File: src/rtl/rate_meter_pkg.sv
package rate_meter_pkg;

  localparam int CNT_W = 32;

  typedef enum logic {
    GATE_LONG  = 1'b0,
    GATE_SHORT = 1'b1
  } gate_range_e;

  // x * 10 by shift-add, truncated to the count width
  function automatic logic [CNT_W-1:0] times_ten(input logic [CNT_W-1:0] x);
    return (x << 3) + (x << 1);
  endfunction

endpackage

File: src/rtl/rm_edge_sync.sv
module rm_edge_sync #(
  parameter int STAGES = 2
) (
  input  logic clk,
  input  logic rst_n,
  input  logic din,
  output logic rise
);
  // sh[STAGES-1] is the synchronised level, sh[STAGES] its previous value
  logic [STAGES:0] sh_q;
  logic [STAGES:0] sh_d;

  always_comb begin
    sh_d = {sh_q[STAGES-1:0], din};
  end

  always_ff @(posedge clk or negedge rst_n) begin
    if (!rst_n) sh_q <= '0;
    else        sh_q <= sh_d;
  end

  assign rise = sh_q[STAGES-1] & ~sh_q[STAGES];

endmodule

File: src/rtl/rm_prescaler.sv
module rm_prescaler #(
  parameter int DIV = 10
) (
  input  logic clk,
  input  logic rst_n,
  input  logic en,
  input  logic edge_in,
  output logic pulse
);
  localparam int CW = $clog2(DIV);
  localparam logic [CW-1:0] LAST = CW'(DIV - 1);

  logic [CW-1:0] cnt_q;
  logic [CW-1:0] cnt_d;

  always_comb begin
    pulse = en && edge_in && (cnt_q == LAST);
    cnt_d = cnt_q;
    if (!en)          cnt_d = '0;
    else if (pulse)   cnt_d = '0;
    else if (edge_in) cnt_d = cnt_q + CW'(1);
  end

  always_ff @(posedge clk or negedge rst_n) begin
    if (!rst_n) cnt_q <= '0;
    else        cnt_q <= cnt_d;
  end

endmodule

File: src/rtl/rm_gate_timer.sv
module rm_gate_timer #(
  parameter int unsigned LONG_TICKS  = 10_000_000,
  parameter int unsigned SHORT_TICKS = 1_000_000
) (
  input  logic clk,
  input  logic rst_n,
  input  logic ref_tick,
  input  logic short_sel,
  output logic gate_end
);
  localparam int TW = $clog2(LONG_TICKS + 1);
  localparam logic [TW-1:0] LONG_LAST  = TW'(LONG_TICKS - 1);
  localparam logic [TW-1:0] SHORT_LAST = TW'(SHORT_TICKS - 1);

  logic [TW-1:0] tick_q;
  logic [TW-1:0] tick_d;
  logic [TW-1:0] last;

  always_comb begin
    last     = short_sel ? SHORT_LAST : LONG_LAST;
    gate_end = ref_tick && (tick_q >= last);
    tick_d   = tick_q;
    if (gate_end)      tick_d = '0;
    else if (ref_tick) tick_d = tick_q + TW'(1);
  end

  always_ff @(posedge clk or negedge rst_n) begin
    if (!rst_n) tick_q <= '0;
    else        tick_q <= tick_d;
  end

endmodule

File: src/rtl/rate_meter.sv
module rate_meter
  import rate_meter_pkg::*;
#(
  parameter int unsigned LONG_TICKS  = 10_000_000,
  parameter int unsigned SHORT_TICKS = 1_000_000,
  parameter int unsigned UP_TH       = 1_000_000,
  parameter int unsigned DOWN_TH     = 900_000,
  parameter int          SYNC_STAGES = 2
) (
  input  logic             clk,
  input  logic             rst_n,
  input  logic             sig_in,
  input  logic             ref_tick,
  input  logic             prescale_en,
  output logic [CNT_W-1:0] result,
  output logic             result_valid,
  output logic             result_short
);
  localparam int PRE_DIV = 10;

  logic rise;
  logic pre_pulse;
  logic edge_cnt;
  logic gate_end;

  gate_range_e      range_q, range_d;
  gate_range_e      used_q,  used_d;
  logic [CNT_W-1:0] acc_q,   acc_d;
  logic [CNT_W-1:0] res_q,   res_d;
  logic             vld_q,   vld_d;
  logic [CNT_W-1:0] closing;
  logic [CNT_W-1:0] scaled;

  rm_edge_sync #(.STAGES(SYNC_STAGES)) u_sync (
    .clk(clk), .rst_n(rst_n), .din(sig_in), .rise(rise)
  );

  rm_prescaler #(.DIV(PRE_DIV)) u_pre (
    .clk(clk), .rst_n(rst_n), .en(prescale_en), .edge_in(rise), .pulse(pre_pulse)
  );

  rm_gate_timer #(.LONG_TICKS(LONG_TICKS), .SHORT_TICKS(SHORT_TICKS)) u_gate (
    .clk(clk), .rst_n(rst_n), .ref_tick(ref_tick),
    .short_sel(range_q == GATE_SHORT), .gate_end(gate_end)
  );

  always_comb begin
    edge_cnt = prescale_en ? pre_pulse : rise;
    // an edge in the closing cycle belongs to the window that closes
    closing  = acc_q + CNT_W'(edge_cnt);
    scaled   = closing;
    if (range_q == GATE_SHORT) scaled = times_ten(scaled);
    if (prescale_en)           scaled = times_ten(scaled);

    acc_d   = closing;
    res_d   = res_q;
    used_d  = used_q;
    range_d = range_q;
    vld_d   = 1'b0;
    if (gate_end) begin
      acc_d  = '0;
      res_d  = scaled;
      used_d = range_q;
      vld_d  = 1'b1;
      if (scaled > UP_TH)        range_d = GATE_SHORT;
      else if (scaled < DOWN_TH) range_d = GATE_LONG;
    end
  end

  always_ff @(posedge clk or negedge rst_n) begin
    if (!rst_n) begin
      acc_q   <= '0;
      res_q   <= '0;
      vld_q   <= 1'b0;
      used_q  <= GATE_LONG;
      range_q <= GATE_LONG;
    end else begin
      acc_q   <= acc_d;
      res_q   <= res_d;
      vld_q   <= vld_d;
      used_q  <= used_d;
      range_q <= range_d;
    end
  end

  assign result       = res_q;
  assign result_valid = vld_q;
  assign result_short = (used_q == GATE_SHORT);

endmodule

File: config.mk
export PLATFORM = sky130hd
export DESIGN_NAME = rate_meter
export DESIGN_NICKNAME = d
export VERILOG_FILES = /design/src/rtl/rate_meter_pkg.sv /design/src/rtl/rm_edge_sync.sv /design/src/rtl/rm_prescaler.sv /design/src/rtl/rm_gate_timer.sv /design/src/rtl/rate_meter.sv
export SDC_FILE = /design/constraint.sdc
export NUM_CORES = 1
export LEC_CHECK = 0
export BUFFER_PORTS_ARGS = -buffer_cell sky130_fd_sc_hd__buf_2
export CORE_UTILIZATION = 63
export DETAILED_ROUTE_END_ITERATION = 10
export PLACE_DENSITY_LB_ADDON = 0.25
export REMOVE_ABC_BUFFERS = 1
export SLEW_MARGIN = 10
export SYNTH_ARGS = -nofsm -noshare
export SYNTH_HDL_FRONTEND = slang
export SYNTH_SLANG_ARGS = --single-unit
File: constraint.sdc
create_clock -name clk -period 7.3 [get_ports clk]
set_input_delay 0.365 -clock clk [delete_from_list [all_inputs] [get_ports clk]]
set_output_delay 0.365 -clock clk [all_outputs]
set_load 0.02 [all_outputs]
After elaboration in Yosys (flattened, before gate mapping)
Index checks and enable logic that the tools add are counted.
W data, S select, Z words.
Storage, ports and cells
  flip-flop bits (word level): 98
  latch bits: 0
  RAM bits: 0
  bits in read-only memories: 0
  bits of input ports: 5
  output and inout port bits: 34
  memories kept: 0
Operators by class
  $add $sub $neg: 5
  multiply operators: 0
  divide/modulo/power cells: 0
  $lt $le $gt $ge: 3
  equal/unequal tests: 2
  shift operators: 0
  mux-type cells: 13
  bitwise gates (word level): 2
  reduce and logical (&&, ||, !) cells: 6
Operators by type and width (count)
  $mux W32: 3
  $mux W24: 3
  $add A32 B32 Y32: 2
  $add A32 B1 Y32: 1
  $gt A32 B20 Y1 const B: 1
  $lt A32 B20 Y1 const B: 1
  $add A24 B1 Y24 const B: 1
  $ge A24 B24 Y1: 1
  $mux W4: 3
  $add A4 B1 Y4 const B: 1
  $eq A4 B4 Y1 const B: 1
  $mux W1: 4
  $reduce_bool A2 Y1: 2
  $logic_and A1 B1 Y1: 3
  $ne A3 B1 Y1 const B: 1
  $reduce_and A2 Y1: 1
  $and A1 B1 Y1: 1
  $not A1 Y1: 1

Logic depth before layout (Yosys ltp)
Gate-level depths: netlist of run 1.
  depth after elaboration: 13
  depth in mapped cells: 38
  gate-level depth less buffers: 34

Modules after synthesis
Synthesis of run 1 repeated with hierarchy kept, for this count alone.
Unflattened totals
  cells, all modules: 1135
  area total of the unflattened synthesis: 9404.0 sq um
Modules (own cells, without submodules)
  rate_meter: times used 1, cells each 940, area an instance 7497.2 sq um, sequential area each 1676.6 sq um
  rm_gate_timer: times used 1, cells each 164, area an instance 1566.5 sq um, sequential area each 600.6 sq um
  rm_prescaler: times used 1, cells each 27, area an instance 251.5 sq um, sequential area each 100.1 sq um
  rm_edge_sync: times used 1, cells each 4, area an instance 88.8 sq um, sequential area each 75.1 sq um

Worst setup path before layout of run 1
OpenSTA, ideal clock, no wires.
  path type: input -> register
  start point: input prescale_en
  end point: register range_q
  library setup time: 0.142 ns
  data arrival time: 7.882 ns
  required time: 7.158 ns
  path slack: -0.724 ns
  cell stages on the path: 35
  path through: clkbuf_1 -> clkbuf_1 -> buf_1 -> clkbuf_1 -> buf_1 -> clkbuf_1 -> a21oi_1 -> ha_1 -> nand3_1 -> xnor2_1 -> inv_1 -> fa_1 -> nand2b_1 -> a21o_1 -> or3_1 -> nand3_1 -> o211ai_1 -> a21oi_4 -> a21boi_0 -> xnor2_1 -> a21o_1 -> ha_1 -> or3_1 -> o21ai_0 -> a21oi_1 -> a211oi_1 -> a211oi_1 -> a21boi_0 -> o31a_2 -> o21a_1 -> a41o_1 -> a221oi_2 -> a21oi_1 -> a211oi_2 -> a32oi_1
On the way
  longest elaborated chain between the ends: 11
  elaborated cells on any way between the ends: 13
  those cells by class: 3 x add/sub; 2 x order compare; 4 x mux; 4 x reduce/logical
RTL lines
  start: declaration: line rate_meter.sv:14  | input logic prescale_en,
  $logic_and A1 B1 Y1 (2 in a row): line rm_prescaler.sv:17  | pulse = en && edge_in && (cnt_q == LAST);
  $mux W1: line rate_meter.sv:48  | edge_cnt = prescale_en ? pre_pulse : rise;
  $add A32 B1 Y32: line rate_meter.sv:50  | closing = acc_q + CNT_W'(edge_cnt);
  $add A32 B32 Y32: line rate_meter_pkg.sv:12  | return (x << 3) + (x << 1);
  $mux W32: line rate_meter.sv:52  | if (range_q == GATE_SHORT) scaled = times_ten(scaled);
  $add A32 B32 Y32: line rate_meter_pkg.sv:12
  $mux W32 (*): line rate_meter.sv:53  | if (prescale_en) scaled = times_ten(scaled);
  $gt A32 B20 Y1 or $lt A32 B20 Y1 (tied branches): line rate_meter.sv:65, rate_meter.sv:66
  $reduce_bool A2 Y1 (no line)
  $reduce_and A2 Y1 (no line)
  end signal: assignment: line rate_meter.sv:82  | range_q <= range_d;
  end: declaration: line rate_meter.sv:26  | gate_range_e range_q, range_d;
Every way passes the cells marked *; elsewhere a longest branch is shown, timed or not.
A chain may end at the register's enable or synchronous reset.

Worst setup path after layout of run 1
  start point: register u_pre.cnt_q[1]
  end point: register range_q
On the way
  longest elaborated chain between the ends: 11
  elaborated cells on any way between the ends: 13
  those cells by class: 3 x add/sub; 2 x order compare; 1 x eq/ne; 4 x mux; 3 x reduce/logical
RTL lines
  start: declaration: line rm_prescaler.sv:13  | logic [CW-1:0] cnt_q;
  start signal: assignment: line rm_prescaler.sv:26  | else cnt_q <= cnt_d;
  $eq A4 B4 Y1 (*): line rm_prescaler.sv:17
  $logic_and A1 B1 Y1 (*): line rm_prescaler.sv:17
  $mux W1 (*): line rate_meter.sv:48
  $add A32 B1 Y32 (*): line rate_meter.sv:50
  $add A32 B32 Y32: line rate_meter_pkg.sv:12
  $mux W32 (*): line rate_meter.sv:52
  $add A32 B32 Y32: line rate_meter_pkg.sv:12
  $mux W32 (*): line rate_meter.sv:53
  $gt A32 B20 Y1 or $lt A32 B20 Y1 (tied branches): line rate_meter.sv:65, rate_meter.sv:66
  $reduce_bool A2 Y1 (no line)
  $reduce_and A2 Y1 (no line)
Marks and branches as above.

==> flow_summary.rst, run 1 <==
.. list-table::
   :header-rows: 1

   * - Metric
     - Value
   * - DR iter-0 viols
     - 804
   * - Post-synthesis xor/xnor area fraction
     - 0.101
   * - TritonCTS Buffers
     - 9
   * - Iteration count of the initial detailed-routing pass
     - 7
   * - Cell count of the worst reg-to-reg path
     - 34
   * - Average via count per standard cell
     - 6.39
   * - Max FO, Critical Path
     - 5
   * - Routability congestion estimate from global placement
     - 0.908
   * - Switching pwr
     - around 1 mW
   * - Largest voltage drop on the vdd net
     - 0.474 mV
   * - Synth cell count leaders
     - 122 x sky130_fd_sc_hd__nand2_1, 114 x sky130_fd_sc_hd__nor2_1, 98 x sky130_fd_sc_hd__dfrtp_1
   * - Number of buffers on the longest clock path
     - 2
   * - Normalized max-slew margin
     - 0.456
   * - Post-Layout Cell Count
     - approximately 1,300
   * - TritonCTS clock tree
     - done
   * - Adder-cell share of the synthesized area
     - 0.0900
   * - Final number of hold-violating endpoints
     - 0
   * - Count of maximum capacitance violations
     - 0
   * - Synth area leader
     - sky130_fd_sc_hd__dfrtp_1
   * - Total via count in the routed design
     - roughly 8,600
   * - Multiplexer share of the synthesized area
     - 0.0306
   * - Final number of setup-violating endpoints
     - 0
   * - Share of post-route cells with drive strength above 1
     - 0.140
   * - Cell count after placement
     - 1,316
   * - Via count of the first global-routing pass
     - 7,959
   * - Worst hold path cell count
     - 1
   * - Most repeated cell in the gate-level netlist after synthesis
     - sky130_fd_sc_hd__nand2_1
   * - Net count of the finished layout
     - 1,226
   * - Required @ worst endpoint
     - 7500 ps
   * - Kind of start point of the critical path
     - register
   * - Reg2reg setup slack
     - about 350 ps
   * - Worst skew pair latency
     - 360 ps
   * - Average detailed-routed wire length per instance
     - roughly 17 µm
   * - Number of top-level pins
     - 39
   * - Seq/Total Area, Yosys
     - 0.271
   * - Starting density of the core
     - 0.649
   * - Final period utilization
     - 0.952
   * - Total global routing overflow
     - 0
   * - Result of the run
     - complete, no violations
   * - Synthesized netlist cell count
     - ~1,100
   * - Reg power frac
     - 0.256
   * - Final wirelength
     - roughly 23,000 µm
   * - Number of DRC violations after detailed routing
     - 0
   * - Wire length of the first global-routing pass
     - 37,800 µm
   * - Die outline area
     - 0.0148 mm²
   * - Crit path kind
     - register to register
   * - Worst path arrival time
     - between 7000 and 8000 ps
   * - Proportion of power drawn by combinational gates
     - 0.533
   * - H-tree levels
     - 3
   * - Cell variety after synth
     - 88
   * - Share of the synthesized area in the top cell type
     - 0.271
   * - Critical Path End Type
     - register
   * - Post-route clock skew
     - 11.1 ps
   * - Most instantiated flip-flop cell in the synthesis netlist
     - sky130_fd_sc_hd__dfrtp_1
   * - Async SR Flop Fraction
     - 1.00
   * - Period minus WS final
     - about 6900 ps
   * - Worst slew pin tran
     - 815 ps
   * - FP Rows
     - 43
   * - Number of I/O port buffers
     - 38
   * - Leakage power summed over all cells
     - 4.79 nW
   * - Synthesis warning total
     - 0
   * - Reg2reg end
     - range_q
   * - Overall die height
     - 122 µm
   * - Power density cells
     - 244 mW/mm²
   * - Largest family of logic cells by synthesized area
     - simple AND/OR/NAND/NOR gates
   * - Destination of the worst hold path
     - u_sync.sh_q[0]
   * - Simple logic cell fraction of the synthesized area
     - 0.245
   * - Clock share of power
     - 0.210
   * - Worst Setup SP
     - u_pre.cnt_q[1]
   * - Max-slew violations
     - 0
   * - Switching part of the total
     - 0.422
   * - Post-Syn Area
     - 0.00905 mm²
   * - Clock slew at the register clock pins of the worst setup and hold paths
     - 80 ps
   * - Maximum number of pins on one net before global-route repair
     - 70
   * - Slowest stage cell, crit path
     - sky130_fd_sc_hd__o31a_2
   * - Number of synthesized flops with an enable pin
     - 0
   * - Antenna violations before repair
     - 0
   * - Register bit count reported by yosys
     - slightly below 100
   * - Worst flop-to-flop path startpoint
     - u_pre.cnt_q[1]
   * - Crit path setup slack, layout
     - about 350 ps
   * - Width of the die
     - between 100 and 150 µm
   * - Residual antenna-violating net count after detailed routing
     - 0
   * - Main area contributors after synthesis
     - sky130_fd_sc_hd__dfrtp_1 27%, sky130_fd_sc_hd__ha_1 8.4%, sky130_fd_sc_hd__xnor2_1 5.9%
   * - Filler Cells Inserted
     - ~1,100
   * - Average footprint of a synthesized cell
     - ~8 µm²
   * - Timing-limited maximum frequency
     - 144 MHz
   * - Clock sink count
     - slightly below 100
   * - Origin of the worst min-delay path
     - sig_in
   * - Max stage delay on crit path
     - about 410 ps
   * - HPWL after DPL
     - 16,500 µm
   * - Area grow syn2layout
     - 10.7%
   * - GRT Resource Usage Total
     - 0.318
   * - Most used cell, CP
     - sky130_fd_sc_hd__a21oi_2
   * - Cell at the root of the clock tree
     - sky130_fd_sc_hd__clkbuf_16
   * - Synthesized-area fraction occupied by ao, oa, aoi and oai cells
     - 0.217
   * - Internal power consumption
     - 1.41 mW
   * - Worst slack, placed
     - -117 ps
   * - Count of inserted antenna diode cells
     - 0
   * - Type of the most critical hold path
     - primary input to register
   * - Standard cell core area
     - 0.0139 mm²
-- layout by cell type, fill, tap and decap left out, types with 13 or more instances in the layout --
master and n:
sky130_fd_sc_hd__a21oi_1 67, sky130_fd_sc_hd__o21ai_0 58, sky130_fd_sc_hd__buf_4 37, sky130_fd_sc_hd__nand2_1 121
sky130_fd_sc_hd__nand3_1 41, sky130_fd_sc_hd__mux2i_1 13, sky130_fd_sc_hd__nor2_1 114, sky130_fd_sc_hd__a21o_1 26
sky130_fd_sc_hd__nor3_1 20, sky130_fd_sc_hd__xor2_1 36, sky130_fd_sc_hd__dfrtp_1 97, sky130_fd_sc_hd__and3_1 13
sky130_fd_sc_hd__nand4_1 25, sky130_fd_sc_hd__ha_1 59, sky130_fd_sc_hd__nor2b_1 13, sky130_fd_sc_hd__mux2_2 13
sky130_fd_sc_hd__inv_1 50, sky130_fd_sc_hd__buf_2 37, sky130_fd_sc_hd__and2_1 28, sky130_fd_sc_hd__xnor2_1 59
-- sequential cells by signal (all words and copies together) (netlist names) --
signal         cells
u_pre.cnt_q        4
result_valid       1
u_gate.tick_q     24
acc_q             32
u_sync.sh_q        3
result            32
range_q            1
result_short       1
-- per-layer routing --
layer,GRT usage,wire [µm],vias to the layer above
met5,0,0,-
met4,0.103,503,0
met3,0.0407,1490,47
met2,0.526,10900,323
met1,0.428,10400,4097
li1,-,-,4111
-- critical path, delay by kind of cell (launching register included) --
family          cells  cell delay [ps]
buf+inv             3              290
compound gates     18             3290
xor+xnor            2              420
flops               1              380
simple gates        6             1150
fa+ha+maj           5             1250
-- power by group through the flow --
| stage | Sequential [mW] | Combinational (mW) | Clock [mW] |
|---|---|---|---|
| 4_1_cts | 0.624 | 1.25 | 0.518 |
| 5_1_grt | 0.630 | 1.47 | 0.537 |
| 6_report | 0.626 | 1.30 | 0.514 |
| 2_1_floorplan | 0.623 | 0.985 | 0 |
| 3_3_place_gp | 0.633 | 1.20 | 0 |
| 3_5_place_dp | 0.633 | 1.23 | 0 |
-- worst max-delay path by stage --
| stage | slack (ps) | endpoint | cells after the start |
|---|---|---|---|
| after floorplan | 470 | range_q | 32 |
| after detailed placement | -120 | range_q | 33 |
| final | 350 | range_q | 34 |
| after global routing | -90 | range_q | 34 |
| after global placement | 110 | range_q | 33 |
| after CTS | 30 | range_q | 34 |
-- through the flow --
stage / total power [mW] / util / instance area, µm² / TNS, ps / hold slack (ps)
finish: 2.44 / 0.719 / 10000 / 0 / 112
floorplan: 1.61 / - / 8830 / 0 / 69.4
global placement: 1.84 / 0.678 / 9450 / 0 / 333
detailed placement: 1.86 / 0.678 / 9450 / -117 / 346
CTS: 2.39 / 0.703 / 9790 / 0 / 110
global route: 2.64 / 0.719 / 10000 / -87.9 / 115
-- logic make-up after synthesis --
| kind of cell | count (synthesis) |
|---|---|
| flip-flops | 98 |
| AO/OA/AOI/OAI | 289 |
| adder cells (fa/ha/maj) | 64 |
| AND/OR/NAND/NOR | 443 |
| XOR/XNOR | 101 |
| buffers and inverters | 103 |
| multiplexers | 26 |
-- layout make-up --
class,instances,area (µm²),share of cell area
multi-input cells,923,6350,0.634
flip-flops and latches,98,2450,0.245
repair buffers,75,473,0.0472
clock buffers,10,239,0.0239
well taps,180,225,0.0225
inverters,51,191,0.0191
clock inverters,6,82.6,0.00824
-- repair_timing --
action                                 in CTS  in global routing
hold buffers                                1                  0
setup buffers                               0                 10
endpoints found under the hold margin       9                  0
pin swaps                                   0                 15
gates cloned                                0                  0
resized for setup                           2                 36
setup endpoints to repair                   1                  7
Note: power is estimated with default switching activity, not from simulation.
==> inputs of run 2 (changes only) <==
--- a/config.mk
+++ b/config.mk
@@ -7,6 +7,7 @@
 export LEC_CHECK = 0
 export BUFFER_PORTS_ARGS = -buffer_cell sky130_fd_sc_hd__buf_2
 export CORE_UTILIZATION = 63
+export CTS_BUF_LIST = sky130_fd_sc_hd__clkbuf_4
 export DETAILED_ROUTE_END_ITERATION = 10
 export PLACE_DENSITY_LB_ADDON = 0.25
 export REMOVE_ABC_BUFFERS = 1
==> run 2 against run 1 <==
  * Largest power group unchanged
  * Utilization shrank 0.97 points
  * Critical path depth stayed put
  * Combinational power about the same
  * Cell area shrank 1.3%
  * Routed wire length decreased by 1.0%
  * Sequential power is essentially flat
  * Via count shrank 1.0%
  * Non-clock buffer count up 2
==> flow_summary.rst, run 2 (same netlist as run 1, synthesis figures left out) <==
.. list-table::
   :header-rows: 1

   * - Metric
     - Value
   * - Normalized max-slew margin
     - 0.465
   * - Kind of start point of the critical path
     - register
   * - Result of the run
     - complete, no violations
   * - TritonCTS Buffers
     - 9
   * - Total via count in the routed design
     - 8,492
   * - Largest voltage drop on the vdd net
     - 0.477 mV
   * - Clock share of power
     - 0.144
   * - FF+latch area
     - 0.00245 mm²
   * - GRT Resource Usage Total
     - 0.316
   * - Number of DRC violations after detailed routing
     - 0
   * - Period minus WS final
     - 7060 ps
   * - Proportion of power drawn by combinational gates
     - 0.579
   * - Via count of the first global-routing pass
     - 7,860
   * - Crit path setup slack, layout
     - approximately 240 ps
   * - Most common cell after layout, fill and taps aside
     - sky130_fd_sc_hd__nand2_1
   * - Max stage delay on crit path
     - 420 ps
   * - Switching pwr
     - 1.02 mW
   * - Antenna violations before repair
     - 0
   * - Clock sink count
     - between 90 and 100
   * - Number of buffers on the longest clock path
     - 2
   * - Power density cells
     - around 230 mW/mm²
   * - DR iter-0 viols
     - between 700 and 800
   * - FP Rows
     - 43
   * - Worst slew pin tran
     - 802 ps
   * - Clock slew at the register clock pins of the worst setup and hold paths
     - 180 ps
   * - Cell at the root of the clock tree
     - sky130_fd_sc_hd__clkbuf_4
   * - Reg power frac
     - 0.277
   * - Timing-limited maximum frequency
     - roughly 140 MHz
   * - Internal power consumption
     - 1.24 mW
   * - Maximum number of pins on one net before global-route repair
     - 70
   * - Total global routing overflow
     - 0
   * - Area of the multi-input gates
     - around 0.0064 mm²
   * - Iteration count of the initial detailed-routing pass
     - 6
   * - Worst path arrival time
     - 7450 ps
   * - Number of top-level pins
     - 39
   * - Die outline area
     - 0.0148 mm²
   * - Share of the core filled with cells
     - 0.709
   * - Residual antenna-violating net count after detailed routing
     - 0
   * - Crit path kind
     - register to register
   * - Width of the die
     - 122 µm
   * - Required @ worst endpoint
     - slightly below 8000 ps
   * - Number of I/O port buffers
     - 38
   * - Area of placed instances
     - 0.00945 mm²
   * - Standard cell core area
     - 0.0139 mm²
   * - Filler Cells Inserted
     - 1,117
   * - Leakage power summed over all cells
     - 4.73 nW
   * - Type of the most critical hold path
     - primary input to register
   * - Net count of the finished layout
     - ~1,200
   * - Overall die height
     - 122 µm
   * - Average via count per standard cell
     - 6.31
   * - Worst slack, placed
     - -117 ps
   * - Starting density of the core
     - 0.649
   * - H-tree levels
     - 3
   * - HPWL after DPL
     - approximately 17,000 µm
   * - Critical Path End Type
     - register
   * - Final number of hold-violating endpoints
     - 0
   * - TritonCTS clock tree
     - done
   * - Share of post-route cells with drive strength above 1
     - 0.141
   * - Wire length of the first global-routing pass
     - ~37,000 µm
   * - Slowest stage cell, crit path
     - sky130_fd_sc_hd__o31a_2
   * - Most used cells in the layout excluding fill and tap cells
     - 121 x sky130_fd_sc_hd__nand2_1, 114 x sky130_fd_sc_hd__nor2_1, 97 x sky130_fd_sc_hd__dfrtp_1, 67 x sky130_fd_sc_hd__a21oi_1
   * - Max-slew violations
     - 0
   * - Post-route clock skew
     - roughly 21 ps
   * - Layout Cell Area excl Fill
     - 0.00988 mm²
   * - Max FO, Critical Path
     - 5
   * - Final period utilization
     - 0.967
   * - Final number of setup-violating endpoints
     - 0
   * - Count of maximum capacitance violations
     - 0
   * - Average detailed-routed wire length per instance
     - 17.1 µm
   * - Hold_ws
     - roughly 150 ps
   * - Worst skew pair latency
     - approximately 520 ps
   * - Switching part of the total
     - 0.451
   * - Final wirelength
     - ~23,000 µm
   * - Routability congestion estimate from global placement
     - 0.908
   * - Area grow syn2layout
     - 9.22%
## run 2: metal layers
layer,part of all wire,track usage
met5,0,0
met4,0.022,0.116
met3,0.065,0.0417
met2,0.47,0.515
met1,0.45,0.428
## run 2: final timing paths
| path | start | to | slack (ps) | depth (start not counted) |
|---|---|---|---|---|
| hold / removal | ref_tick | u_gate.tick_q[1] | 150 | 2 |
| min in group asynchronous | rst_n | acc_q[3] | 330 | 2 |
| setup / recovery | u_pre.cnt_q[1] | range_q | 240 | 34 |
| setup reg to reg | u_pre.cnt_q[1] | range_q | 240 | 34 |
| max in group asynchronous | rst_n | range_q | 5820 | 3 |
| hold reg to reg | u_sync.sh_q[0] | u_sync.sh_q[1] | 380 | 0 |
## run 2: worst max-delay path: cells and delay by family (launching register included)
family,cells,cell delay [ps]
flops,1,410
buf+inv,3,300
xor+xnor,2,420
simple gates,8,1660
compound gates,16,2830
fa+ha+maj,5,1290
## run 2: cell type report
type / instances / area share
diodes: 1 / 0.000253
repair buffers: 77 / 0.0496
flip-flops and latches: 98 / 0.248
clock inverters: 7 / 0.00873
clock buffers: 9 / 0.00684
well taps: 180 / 0.0228
multi-input cells: 923 / 0.644
inverters: 51 / 0.0194
## run 2: timing repair
action,in CTS,in global routing
endpoints found under the hold margin,38,0
endpoints found under the setup margin,1,7
pin swaps,0,16
gates cloned,0,0
hold buffers,2,0
buffers inserted,0,11
resized for setup,2,38
## run 2: power by group through the flow
stage	registers, mW	clock network (mW)	logic [mW]
final	0.626	0.325	1.31
after global routing	0.631	0.350	1.48
after CTS	0.625	0.331	1.25
after detailed placement	0.633	0	1.23
after global placement	0.633	0	1.20
after floorplan	0.623	0	0.985
## run 2: through the flow
stage	cells	TNS [ps]	total power, mW
2_1_floorplan	1072	0	1.61
3_3_place_gp	1316	0	1.84
4_1_cts	1334	0	2.20
5_1_grt	1345	-192	2.46
3_5_place_dp	1316	-117	1.86
6_report	1346	0	2.26
==> inputs of run 3 (changes only) <==
--- a/config.mk
+++ b/config.mk
@@ -10,6 +10,7 @@
 export CTS_BUF_LIST = sky130_fd_sc_hd__clkbuf_4
 export DETAILED_ROUTE_END_ITERATION = 10
 export PLACE_DENSITY_LB_ADDON = 0.25
+export RECOVER_POWER = 25
 export REMOVE_ABC_BUFFERS = 1
 export SLEW_MARGIN = 10
 export SYNTH_ARGS = -nofsm -noshare
==> run 3 against run 2 <==
  * The flow now finishes with violations (capacitance limit, slew limit)
  * Total power is essentially flat
  * Maximum frequency down 0.23%
  * Non-clock buffer count stayed put
  * Utilization shrank 0.16 points
  * Final cell count is the same
  * Worst hold slack barely moved
  * Largest cell class unchanged
  * Sequential cell count is the same
  * Clock skew decreased by 1.7 ps
  * Sequential share of layout area grew 0.057 points
==> flow_summary.rst, run 3 (same netlist as run 1, synthesis figures left out) <==
.. list-table::
   :header-rows: 1

   * - Metric
     - Value
   * - TritonCTS clock tree
     - done
   * - Reg2reg setup slack
     - 220 ps
   * - Antenna violations before repair
     - 0
   * - Worst slew pin tran
     - ~2100 ps
   * - Most used cell, CP
     - sky130_fd_sc_hd__a21oi_2
   * - Die outline area
     - 0.0148 mm²
   * - Iteration count of the initial detailed-routing pass
     - 5
   * - FP Rows
     - 43
   * - TritonCTS Buffers
     - 9
   * - H-tree levels
     - 3
   * - Reg2reg end
     - range_q
   * - Overall die height
     - about 120 µm
   * - Violations in the final reports
     - capacitance limit, slew limit
   * - Final wirelength
     - around 23,000 µm
   * - Critical Path End Type
     - register
   * - Count of maximum capacitance violations
     - 1
   * - Filler Cells Inserted
     - around 1,100
   * - Normalized max-slew margin
     - -0.431
   * - Area grow syn2layout
     - 8.97%
   * - Width of the die
     - 122 µm
   * - Period minus WS final
     - 7080 ps
   * - Slowest stage cell, crit path
     - sky130_fd_sc_hd__o31a_2
   * - Final number of hold-violating endpoints
     - 0
   * - Net count of the finished layout
     - 1,228
   * - Share of the core filled with cells
     - 0.708
   * - Average detailed-routed wire length per instance
     - ~17 µm
   * - Timing-limited maximum frequency
     - 141 MHz
   * - Max stage delay on crit path
     - about 420 ps
   * - Result of the run
     - finished, violations left
   * - Via count of the first global-routing pass
     - 7,860
   * - Starting density of the core
     - 0.649
   * - Most common cell after layout, fill and taps aside
     - sky130_fd_sc_hd__nand2_1
   * - HPWL after DPL
     - 16,500 µm
   * - Standard cell core area
     - ~0.014 mm²
   * - Total via count in the routed design
     - 8,501
   * - Area of the multi-input gates
     - around 0.0064 mm²
   * - Number of buffers on the longest clock path
     - 2
   * - Destination of the worst hold path
     - u_gate.tick_q[1]
   * - Number of top-level pins
     - 39
   * - Residual antenna-violating net count after detailed routing
     - 0
   * - Maximum number of pins on one net before global-route repair
     - 70
   * - Average via count per standard cell
     - approximately 6.3
   * - Share of post-route cells with drive strength above 1
     - 0.127
   * - Post-route total power
     - 2.26 mW
   * - DR iter-0 viols
     - 776
   * - Cell count of the worst reg-to-reg path
     - 34
   * - FF+latch area
     - 0.00245 mm²
   * - Worst path arrival time
     - 7470 ps
   * - Routability congestion estimate from global placement
     - 0.908
   * - Post-route clock skew
     - 19.2 ps
   * - Leakage power summed over all cells
     - 4.66 nW
   * - Worst flop-to-flop path startpoint
     - u_pre.cnt_q[1]
   * - Crit path kind
     - register to register
   * - Power density cells
     - 229 mW/mm²
   * - Number of DRC violations after detailed routing
     - 0
   * - GRT Resource Usage Total
     - 0.316
   * - Max FO, Critical Path
     - 5
   * - Type of the most critical hold path
     - primary input to register
   * - Worst hold path cell count
     - 2
   * - Final number of setup-violating endpoints
     - 0
   * - Clock sink count
     - 98
   * - Cell at the root of the clock tree
     - sky130_fd_sc_hd__clkbuf_4
   * - Final period utilization
     - 0.969
   * - Number of I/O port buffers
     - 38
   * - Max-slew violations
     - 39
   * - Required @ worst endpoint
     - 7690 ps
   * - Worst skew pair latency
     - approximately 520 ps
   * - Most used cells in the layout excluding fill and tap cells
     - 121 x sky130_fd_sc_hd__nand2_1, 114 x sky130_fd_sc_hd__nor2_1, 97 x sky130_fd_sc_hd__dfrtp_1, 67 x sky130_fd_sc_hd__a21oi_1
   * - Clock slew at the register clock pins of the worst setup and hold paths
     - 180 ps
   * - Wire length of the first global-routing pass
     - 37,300 µm
   * - Origin of the worst min-delay path
     - ref_tick
   * - Largest voltage drop on the vdd net
     - 0.478 mV
   * - Total global routing overflow
     - 0
   * - Kind of start point of the critical path
     - register
[run 3: cell count changes in the layout (fill, tap and decap cells not counted), sizes merged]
cell,delta
buf,-16
clkbuf,+16
[run 3: metal layers]
metal	global-route usage	up-vias	wire length, µm
li1	-	4110	-
met1	0.428	4021	10100
met2	0.515	317	10600
met3	0.0417	53	1660
met4	0.116	0	577
met5	0	-	0
[run 3: stage by stage]
step	TNS [ps]	instance area, µm²	setup slack (ps)	hold slack, ps	std cells
floorplan	0	8830	469	69.4	1072
global placement	0	9450	105	333	1316
detailed placement	-117	9450	-117	346	1316
CTS	0	9630	22.9	126	1334
global route	-192	9860	-126	158	1345
finish	0	9860	224	153	1346
[run 3: area by class of cell]
type	count	share of cell area
multi-input cells	923	0.646
flip-flops and latches	98	0.249
repair buffers	77	0.0474
well taps	180	0.0228
inverters	51	0.0194
clock inverters	7	0.00875
clock buffers	9	0.00685
diodes	1	0.000254
[run 3: timing repair]
| action | 4_1_cts | 5_1_grt |
|---|---|---|
| pin swaps | 0 | 16 |
| hold buffers | 2 | 0 |
| resized for setup | 2 | 38 |
| endpoints found under the setup margin | 1 | 7 |
| gates cloned | 0 | 0 |
| endpoints found under the hold margin | 38 | 0 |
| setup buffers | 0 | 11 |
[run 3: power breakdown]
| part | internal [mW] | leakage, nW | total, mW | switching (mW) |
|---|---|---|---|---|
| registers | 0.576 | 1.32 | 0.626 | 0.0496 |
| clock network | 0.111 | 0.0793 | 0.325 | 0.215 |
| logic | 0.554 | 3.26 | 1.31 | 0.755 |
[run 3: worst max-delay path by stage]
stage | from | to | depth (start not counted)
2_1_floorplan | u_pre.cnt_q[1] | range_q | 32
3_3_place_gp | u_pre.cnt_q[1] | range_q | 33
3_5_place_dp | u_pre.cnt_q[1] | range_q | 33
4_1_cts | u_pre.cnt_q[1] | range_q | 34
5_1_grt | u_pre.cnt_q[1] | range_q | 34
6_report | u_pre.cnt_q[1] | range_q | 34
[run 3: worst max-delay path: cells and delay by family, from the launching register on]
family / cells / cell delay [ps]
AOI/OAI and AO/OA: 18 / 3330
DFF: 1 / 410
xor gates and xnor gates: 2 / 430
and+or+nand+nor: 6 / 1180
buffers and inverters: 3 / 300
adders and majority gates: 5 / 1290
